## src/rtl/mac_dalu_pkg.sv

```systemverilog
// Shared opcode encoding for the multiply-accumulate data path.
// Assumes every unit decodes the 3-bit op_code field against these values.
package mac_dalu_pkg;

    typedef enum logic [2:0] {
        OP_NOP  = 3'd0,
        OP_CLR  = 3'd1,
        OP_MPY  = 3'd2,
        OP_MAC  = 3'd3,
        OP_MACR = 3'd4,
        OP_RND  = 3'd5
    } mac_op_e;

    localparam int unsigned NUM_ACC = 2;

endpackage

```

## src/rtl/mac_opnd_regs.sv

```systemverilog
// Source operand bank: two X and two Y registers loaded from their buses,
// plus the pair multiplexer that feeds the multiplier.
// Assumes a load and an operation may share a cycle; the operation then
// sees the value held before the edge.
module mac_opnd_regs #(
    parameter int unsigned OPW = 24
) (
    input  logic           clk,
    input  logic           rst_n,
    input  logic           ld_x,
    input  logic           ld_x_sel,
    input  logic [OPW-1:0] x_bus,
    input  logic           ld_y,
    input  logic           ld_y_sel,
    input  logic [OPW-1:0] y_bus,
    input  logic [1:0]     src_sel,
    output logic [OPW-1:0] mul_a,
    output logic [OPW-1:0] mul_b
);

    logic [OPW-1:0] x_q [2];
    logic [OPW-1:0] y_q [2];

    for (genvar g = 0; g < 2; g++) begin : g_bank
        // X register g: load from the X bus when addressed
        always_ff @(posedge clk) begin
            if (!rst_n)
                x_q[g] <= '0;
            else if (ld_x && (ld_x_sel == 1'(g)))
                x_q[g] <= x_bus;
        end

        // Y register g: load from the Y bus when addressed
        always_ff @(posedge clk) begin
            if (!rst_n)
                y_q[g] <= '0;
            else if (ld_y && (ld_y_sel == 1'(g)))
                y_q[g] <= y_bus;
        end
    end

    // Pair select: upper select bit picks X, lower picks Y
    always_comb begin
        mul_a = x_q[src_sel[1]];
        mul_b = y_q[src_sel[0]];
    end

endmodule

```

## src/rtl/mac_mult.sv

```systemverilog
// Signed fractional multiplier: OPW x OPW two's-complement product, sign
// extended to the accumulator width and doubled to align the binary point.
// Assumes ACCW >= 2*OPW + 1 so that -1 x -1 does not wrap.
module mac_mult #(
    parameter int unsigned OPW  = 24,
    parameter int unsigned ACCW = 56
) (
    input  logic [OPW-1:0]  mul_a,
    input  logic [OPW-1:0]  mul_b,
    output logic [ACCW-1:0] prod
);

    localparam int unsigned PW  = 2 * OPW;
    localparam int unsigned EXT = ACCW - PW;

    logic signed [PW-1:0] raw;
    logic [ACCW-1:0]      wide;

    // Full signed product, extension, then one-place left shift
    always_comb begin
        raw  = $signed(mul_a) * $signed(mul_b);
        wide = {{EXT{raw[PW-1]}}, raw};
        prod = {wide[ACCW-2:0], 1'b0};
    end

endmodule

```

## src/rtl/mac_acc_unit.sv

```systemverilog
// Two accumulators with clear, multiply, accumulate, accumulate-and-round
// and round-only updates. One update per cycle to the addressed accumulator.
// Assumes prod is already aligned to the accumulator binary point.
module mac_acc_unit
    import mac_dalu_pkg::*;
#(
    parameter int unsigned OPW  = 24,
    parameter int unsigned ACCW = 56
) (
    input  logic            clk,
    input  logic            rst_n,
    input  logic            op_valid,
    input  logic [2:0]      op_code,
    input  logic            op_dst,
    input  logic [ACCW-1:0] prod,
    output logic [ACCW-1:0] acc_a,
    output logic [ACCW-1:0] acc_b
);

    localparam logic [OPW-1:0]  HALF_LO  = {1'b1, {(OPW-1){1'b0}}};
    localparam logic [ACCW-1:0] HALF_ADD = ACCW'(HALF_LO);

    logic [ACCW-1:0] acc_q [NUM_ACC];

    // Convergent rounding into the upper word; ties go to the even value
    function automatic logic [ACCW-1:0] round_conv(input logic [ACCW-1:0] v);
        logic [ACCW-1:0] t;
        t = v + HALF_ADD;
        if (v[OPW-1:0] == HALF_LO)
            t[OPW] = 1'b0;
        t[OPW-1:0] = '0;
        return t;
    endfunction

    for (genvar g = 0; g < NUM_ACC; g++) begin : g_acc
        logic            hit;
        logic [ACCW-1:0] sum;
        logic [ACCW-1:0] nxt;

        // Next-value selection for accumulator g
        always_comb begin
            hit = op_valid && (op_dst == 1'(g));
            sum = acc_q[g] + prod;
            case (op_code)
                OP_CLR:  nxt = '0;
                OP_MPY:  nxt = prod;
                OP_MAC:  nxt = sum;
                OP_MACR: nxt = round_conv(sum);
                OP_RND:  nxt = round_conv(acc_q[g]);
                default: nxt = acc_q[g];
            endcase
        end

        // Accumulator g storage
        always_ff @(posedge clk) begin
            if (!rst_n)
                acc_q[g] <= '0;
            else if (hit)
                acc_q[g] <= nxt;
        end
    end

    // Expose both accumulators
    always_comb begin
        acc_a = acc_q[0];
        acc_b = acc_q[1];
    end

endmodule

```

## src/rtl/mac_limiter.sv

```systemverilog
// Readout limiter: reduces an accumulator to its upper word, clipping to
// the extreme fractions when the guard bits carry magnitude.
// Assumes ACCW > 2*OPW.
module mac_limiter #(
    parameter int unsigned OPW  = 24,
    parameter int unsigned ACCW = 56
) (
    input  logic [ACCW-1:0] acc,
    output logic [OPW-1:0]  rd_data,
    output logic            rd_limit
);

    localparam int unsigned    TOP     = 2 * OPW - 1;
    localparam logic [OPW-1:0] POS_MAX = {1'b0, {(OPW-1){1'b1}}};
    localparam logic [OPW-1:0] NEG_MAX = {1'b1, {(OPW-1){1'b0}}};

    logic [ACCW-1-TOP:0] guard;
    logic                in_range;

    // Range test on guard bits plus the upper-word sign, then clip
    always_comb begin
        guard    = acc[ACCW-1:TOP];
        in_range = (&guard) || !(|guard);
        rd_limit = !in_range;
        if (in_range)
            rd_data = acc[TOP:OPW];
        else
            rd_data = acc[ACCW-1] ? NEG_MAX : POS_MAX;
    end

endmodule

```

## src/rtl/mac_dalu.sv

```systemverilog
// Top of the fixed-point multiply-accumulate data path: operand bank,
// multiplier, two accumulators and a limited 24-bit readout.
// Assumes a single clock domain and one operation per cycle.
module mac_dalu #(
    parameter int unsigned OPW   = 24,
    parameter int unsigned GUARD = 8
) (
    input  logic                       clk,
    input  logic                       rst_n,
    input  logic                       ld_x,
    input  logic                       ld_x_sel,
    input  logic [OPW-1:0]             x_bus,
    input  logic                       ld_y,
    input  logic                       ld_y_sel,
    input  logic [OPW-1:0]             y_bus,
    input  logic                       op_valid,
    input  logic [2:0]                 op_code,
    input  logic [1:0]                 op_src,
    input  logic                       op_dst,
    input  logic                       rd_sel,
    output logic [OPW-1:0]             rd_data,
    output logic                       rd_limit,
    output logic [2*OPW+GUARD-1:0]     acc_a,
    output logic [2*OPW+GUARD-1:0]     acc_b
);

    localparam int unsigned ACCW = 2 * OPW + GUARD;

    logic [OPW-1:0]  mul_a;
    logic [OPW-1:0]  mul_b;
    logic [ACCW-1:0] prod;
    logic [ACCW-1:0] rd_acc;

    mac_opnd_regs #(.OPW(OPW)) u_opnd (
        .clk      (clk),
        .rst_n    (rst_n),
        .ld_x     (ld_x),
        .ld_x_sel (ld_x_sel),
        .x_bus    (x_bus),
        .ld_y     (ld_y),
        .ld_y_sel (ld_y_sel),
        .y_bus    (y_bus),
        .src_sel  (op_src),
        .mul_a    (mul_a),
        .mul_b    (mul_b)
    );

    mac_mult #(.OPW(OPW), .ACCW(ACCW)) u_mult (
        .mul_a (mul_a),
        .mul_b (mul_b),
        .prod  (prod)
    );

    mac_acc_unit #(.OPW(OPW), .ACCW(ACCW)) u_acc (
        .clk      (clk),
        .rst_n    (rst_n),
        .op_valid (op_valid),
        .op_code  (op_code),
        .op_dst   (op_dst),
        .prod     (prod),
        .acc_a    (acc_a),
        .acc_b    (acc_b)
    );

    // Readout source select
    always_comb rd_acc = rd_sel ? acc_b : acc_a;

    mac_limiter #(.OPW(OPW), .ACCW(ACCW)) u_lim (
        .acc      (rd_acc),
        .rd_data  (rd_data),
        .rd_limit (rd_limit)
    );

endmodule

```

## config.mk

```make
export PLATFORM = sky130hd
export DESIGN_NAME = mac_dalu
export DESIGN_NICKNAME = d
export VERILOG_FILES = /design/src/rtl/mac_dalu_pkg.sv /design/src/rtl/mac_opnd_regs.sv /design/src/rtl/mac_mult.sv /design/src/rtl/mac_acc_unit.sv /design/src/rtl/mac_limiter.sv /design/src/rtl/mac_dalu.sv
export SDC_FILE = /design/constraint.sdc
export NUM_CORES = 2
export LEC_CHECK = 0
export ABC_CLOCK_PERIOD_IN_PS = 24300
export BUFFER_PORTS_ARGS = -buffer_cell sky130_fd_sc_hd__clkbuf_2
export CAP_MARGIN = 20
export CORE_MARGIN = 2
export CORE_UTILIZATION = 50
export CTS_BUF_LIST = sky130_fd_sc_hd__clkbuf_8
export CTS_CLUSTER_DIAMETER = 30
export DETAILED_ROUTE_END_ITERATION = 8
export PLACE_DENSITY = 0.71
export SLEW_MARGIN = 10
export SYNTH_ARGS = -nofsm -noshare
export SYNTH_HDL_FRONTEND = slang
export SYNTH_SLANG_ARGS = --single-unit
export TNS_END_PERCENT = 20
```

## constraint.sdc

```tcl
create_clock -name clk -period 24.3 [get_ports clk]
set_clock_uncertainty 0.15 [all_clocks]
set_input_delay 2.43 -clock clk [delete_from_list [all_inputs] [get_ports clk]]
set_output_delay 2.43 -clock clk [all_outputs]
set_load 0.02 [all_outputs]
```

==> flow_metrics.py <==
metrics = {
    "grt": {
        "grt_max_degree": 56,
        "antenna_found_initial": 4,
        "gr-total-overflow": 0,
        "grtUsageTotal": 0.3204,
        "grt_pass1_vias": 34962,
        "grt_pass1_wl_um": 202300,
    },
    "synthesis": {
        "ys.flop_type": "edfxtp_1",
        "syn_avg_cell_area_um2": 8.900,
        "synth_cell_types": 99,
        "ys_seq_elements": 206,
        "synth_top_cell_area_share": 0.3055,
        "synth_cells": 4484,
        "synth_area_leaders": "fa_1 (31%), edfxtp_1 (16%), ha_1 (7.7%)",
        "synth-seq-area-share": 0.1550,
        "ys_async_sr_fraction": 0,
        "synth_area_mm2": 0.03991,
        "yosysMostFrequentCell": "fa_1",
        "ys_warn_count": 0,
        "synth_top_area_cell": "fa_1",
        "synth_edf_count": 206,
        "ys_top_cells_by_count": "fa_1 (609), nand2_1 (558), inv_1 (534)",
    },
    "critical_path": {
        "cp_top_family": "adder cells",
        "cp-start-kind": "primary input",
        "r2r-start": "u_opnd.y_q[1][23]$_SDFFCE_PN0P_",
        "crit_start": "op_src[0]",
        "rrSetupSlack_ps": 10900,
        "crit_slowest_cell": "clkinv_1",
        "cp-end-kind": "flip-flop",
        "max_stage_delay_ps": 920,
        "path_buf_inv": 4,
        "critPathArrivalTime_ps": 15770,
        "crit_top_cell": "fa_1",
        "crit_required_ps": 24560,
        "worstSetupPathType": "in2reg",
        "crit_fanout": 41,
    },
    "clock_network": {
        "insertion_delay_ps": 700,
        "cts.htree.levels": 2,
        "clock_sinks": 206,
        "root_buffer": "clkbuf_8",
        "cts_tree": "done",
        "clk_pin_slew_worst_paths_ps": 60,
        "hold_buffers": 0,
        "cts_buffer_depth": 3,
        "cts-resized-gates": 0,
        "post_cts_buffers": 0,
        "cts_buffers": 57,
    },
    "floorplanning": {
        "chipWidth_um": 286.5,
        "num_rows": 103,
        "fp.dieH_um": 286.5,
        "start_util": 0.5052,
        "core-area_mm2": 0.07900,
        "dieArea_mm2": 0.08209,
        "io_pins": 199,
    },
    "place": {
        "gp_congestion": 1.026,
        "portBuffers": 196,
        "dp_hpwl_um": 105200,
    },
    "timing": {
        "fin_crit_sh": 0.6385,
        "worst_slew_pin_slew_ps": 1189,
        "rsz0062_at_grt": "no",
        "setup_viol": 0,
        "setup_tns_ps": 0,
        "relSlewSlack": 0.1915,
        "hold_viol": 0,
        "fmax_ghz": 0.06445,
        "slew_violations": 0,
        "period_needed_ps": 15510,
    },
    "route": {
        "antenna_left": 0,
        "wl_per_cell_um": 23.04,
        "finalWirelength_um": 132000,
        "vias": 35001,
        "firstDrtPassIters": 6,
        "drc": 0,
        "drt_iter0_drc": 3604,
        "avgViaCountPerCell": 6.108,
    },
    "cells_and_area": {
        "n_fill_cell": 7240,
        "syn2layout_area_growth_pct": 8.989,
        "fin_nets": 5549,
        "drive_gt1_frac": 0.1007,
    },
    "run_status": {
        "status": "finished clean",
    },
    "hold_path": {
        "hold_start": "u_acc.acc_q[0][1]$_SDFFCE_PN0P_",
        "min-delay-path-class": "reg2reg",
    },
    "flow_run": {
        "drv_cap": 0,
    },
}
[flip-flops by register name, summed over array words and instances, names as in the netlist]
| signal | cells |
|---|---|
| u_opnd.y_q | 48 |
| u_acc.acc_q | 110 |
| u_opnd.x_q | 48 |
[worst paths after layout]
| path | endpoint | cells past startpoint |
|---|---|---|
| setup / recovery | u_acc.acc_q[1][55]$_SDFFCE_PN0P_ | 36 |
| hold / removal | u_acc.acc_q[0][1]$_SDFFCE_PN0P_ | 3 |
| hold reg to reg | u_acc.acc_q[0][1]$_SDFFCE_PN0P_ | 3 |
| setup reg to reg | u_acc.acc_q[1][55]$_SDFFCE_PN0P_ | 34 |
[through the flow]
stage               area (µm²)  utilization  hold slack [ps]  std cells  worst slack (ps)
global route             43490       0.5505            766.4       5729              8206
detailed placement       42140       0.5334            723.7       5621              8569
global placement         42120       0.5331            714.7       5618              8785
CTS                      43450       0.5500            738.7       5725              9237
floorplan                39910            -            742.6       4485             10780
finish                   43500       0.5506            726.7       5730              8785
[final cells by class]
class	instances	area [µm²]	share of cell area
multi-input cells	3566	31140	0.7160
flip-flops and latches	206	6186	0.1422
inverters	536	2012	0.04626
repair buffers	265	1521	0.03498
well taps	1050	1314	0.03020
clock buffers	57	784.5	0.01804
clock inverters	47	526.8	0.01211
diodes	3	7.507	0.0001726
[worst reg2reg max path: cells and delay by family (launching register included)]
kind,cells,cell delay (ps)
xor+xnor,2,600
mux,1,720
fa+ha+maj,9,4210
simple gates,11,3190
compound gates,9,2940
flops,1,380
buf+inv,2,960
[placed cells by master, fill, tap and decap left out, types with 19 or more instances in the layout]
cell type and instances:
nand4_1 65, and3_1 41, o22ai_1 31, clkbuf_8 57, ha_1 246, a221oi_1 21, fa_1 609, a21oi_1 243
o21ai_0 148, mux2_2 45, a21o_1 56, nor3_1 49, nor4_1 39, inv_1 542, nand3_1 81, xnor2_1 154
a31oi_1 33, xor2_1 92, clkbuf_2 196, nor2_1 443, and2_1 131, a211oi_1 29, o21a_1 25, o21bai_1 19
or3_1 20, mux2i_1 62, edfxtp_1 206, buf_4 66, nand2b_1 28, nand2_1 558
[logic make-up (layout without fill, tap and decap cells)]
family	count (synthesis)	count (layout)	synth area share
compound gates	786	786	0.1274
xor+xnor	247	247	0.05421
fa+ha+maj	855	855	0.3826
buf+inv	713	905	0.06775
flops	206	206	0.1550
mux	119	119	0.03126
other cells	1	5	0.00009397
simple gates	1557	1557	0.1817
[per-layer routing]
metal / part of all wire / global-route usage
met1: 0.39 / 0.4275
met2: 0.46 / 0.5046
met3: 0.11 / 0.07536
met4: 0.042 / 0.1280
met5: 0 / 0
Power is left out: the tool's default activity adds up to more than one toggle a clock period on the data nets, which glitch-free logic cannot reach.
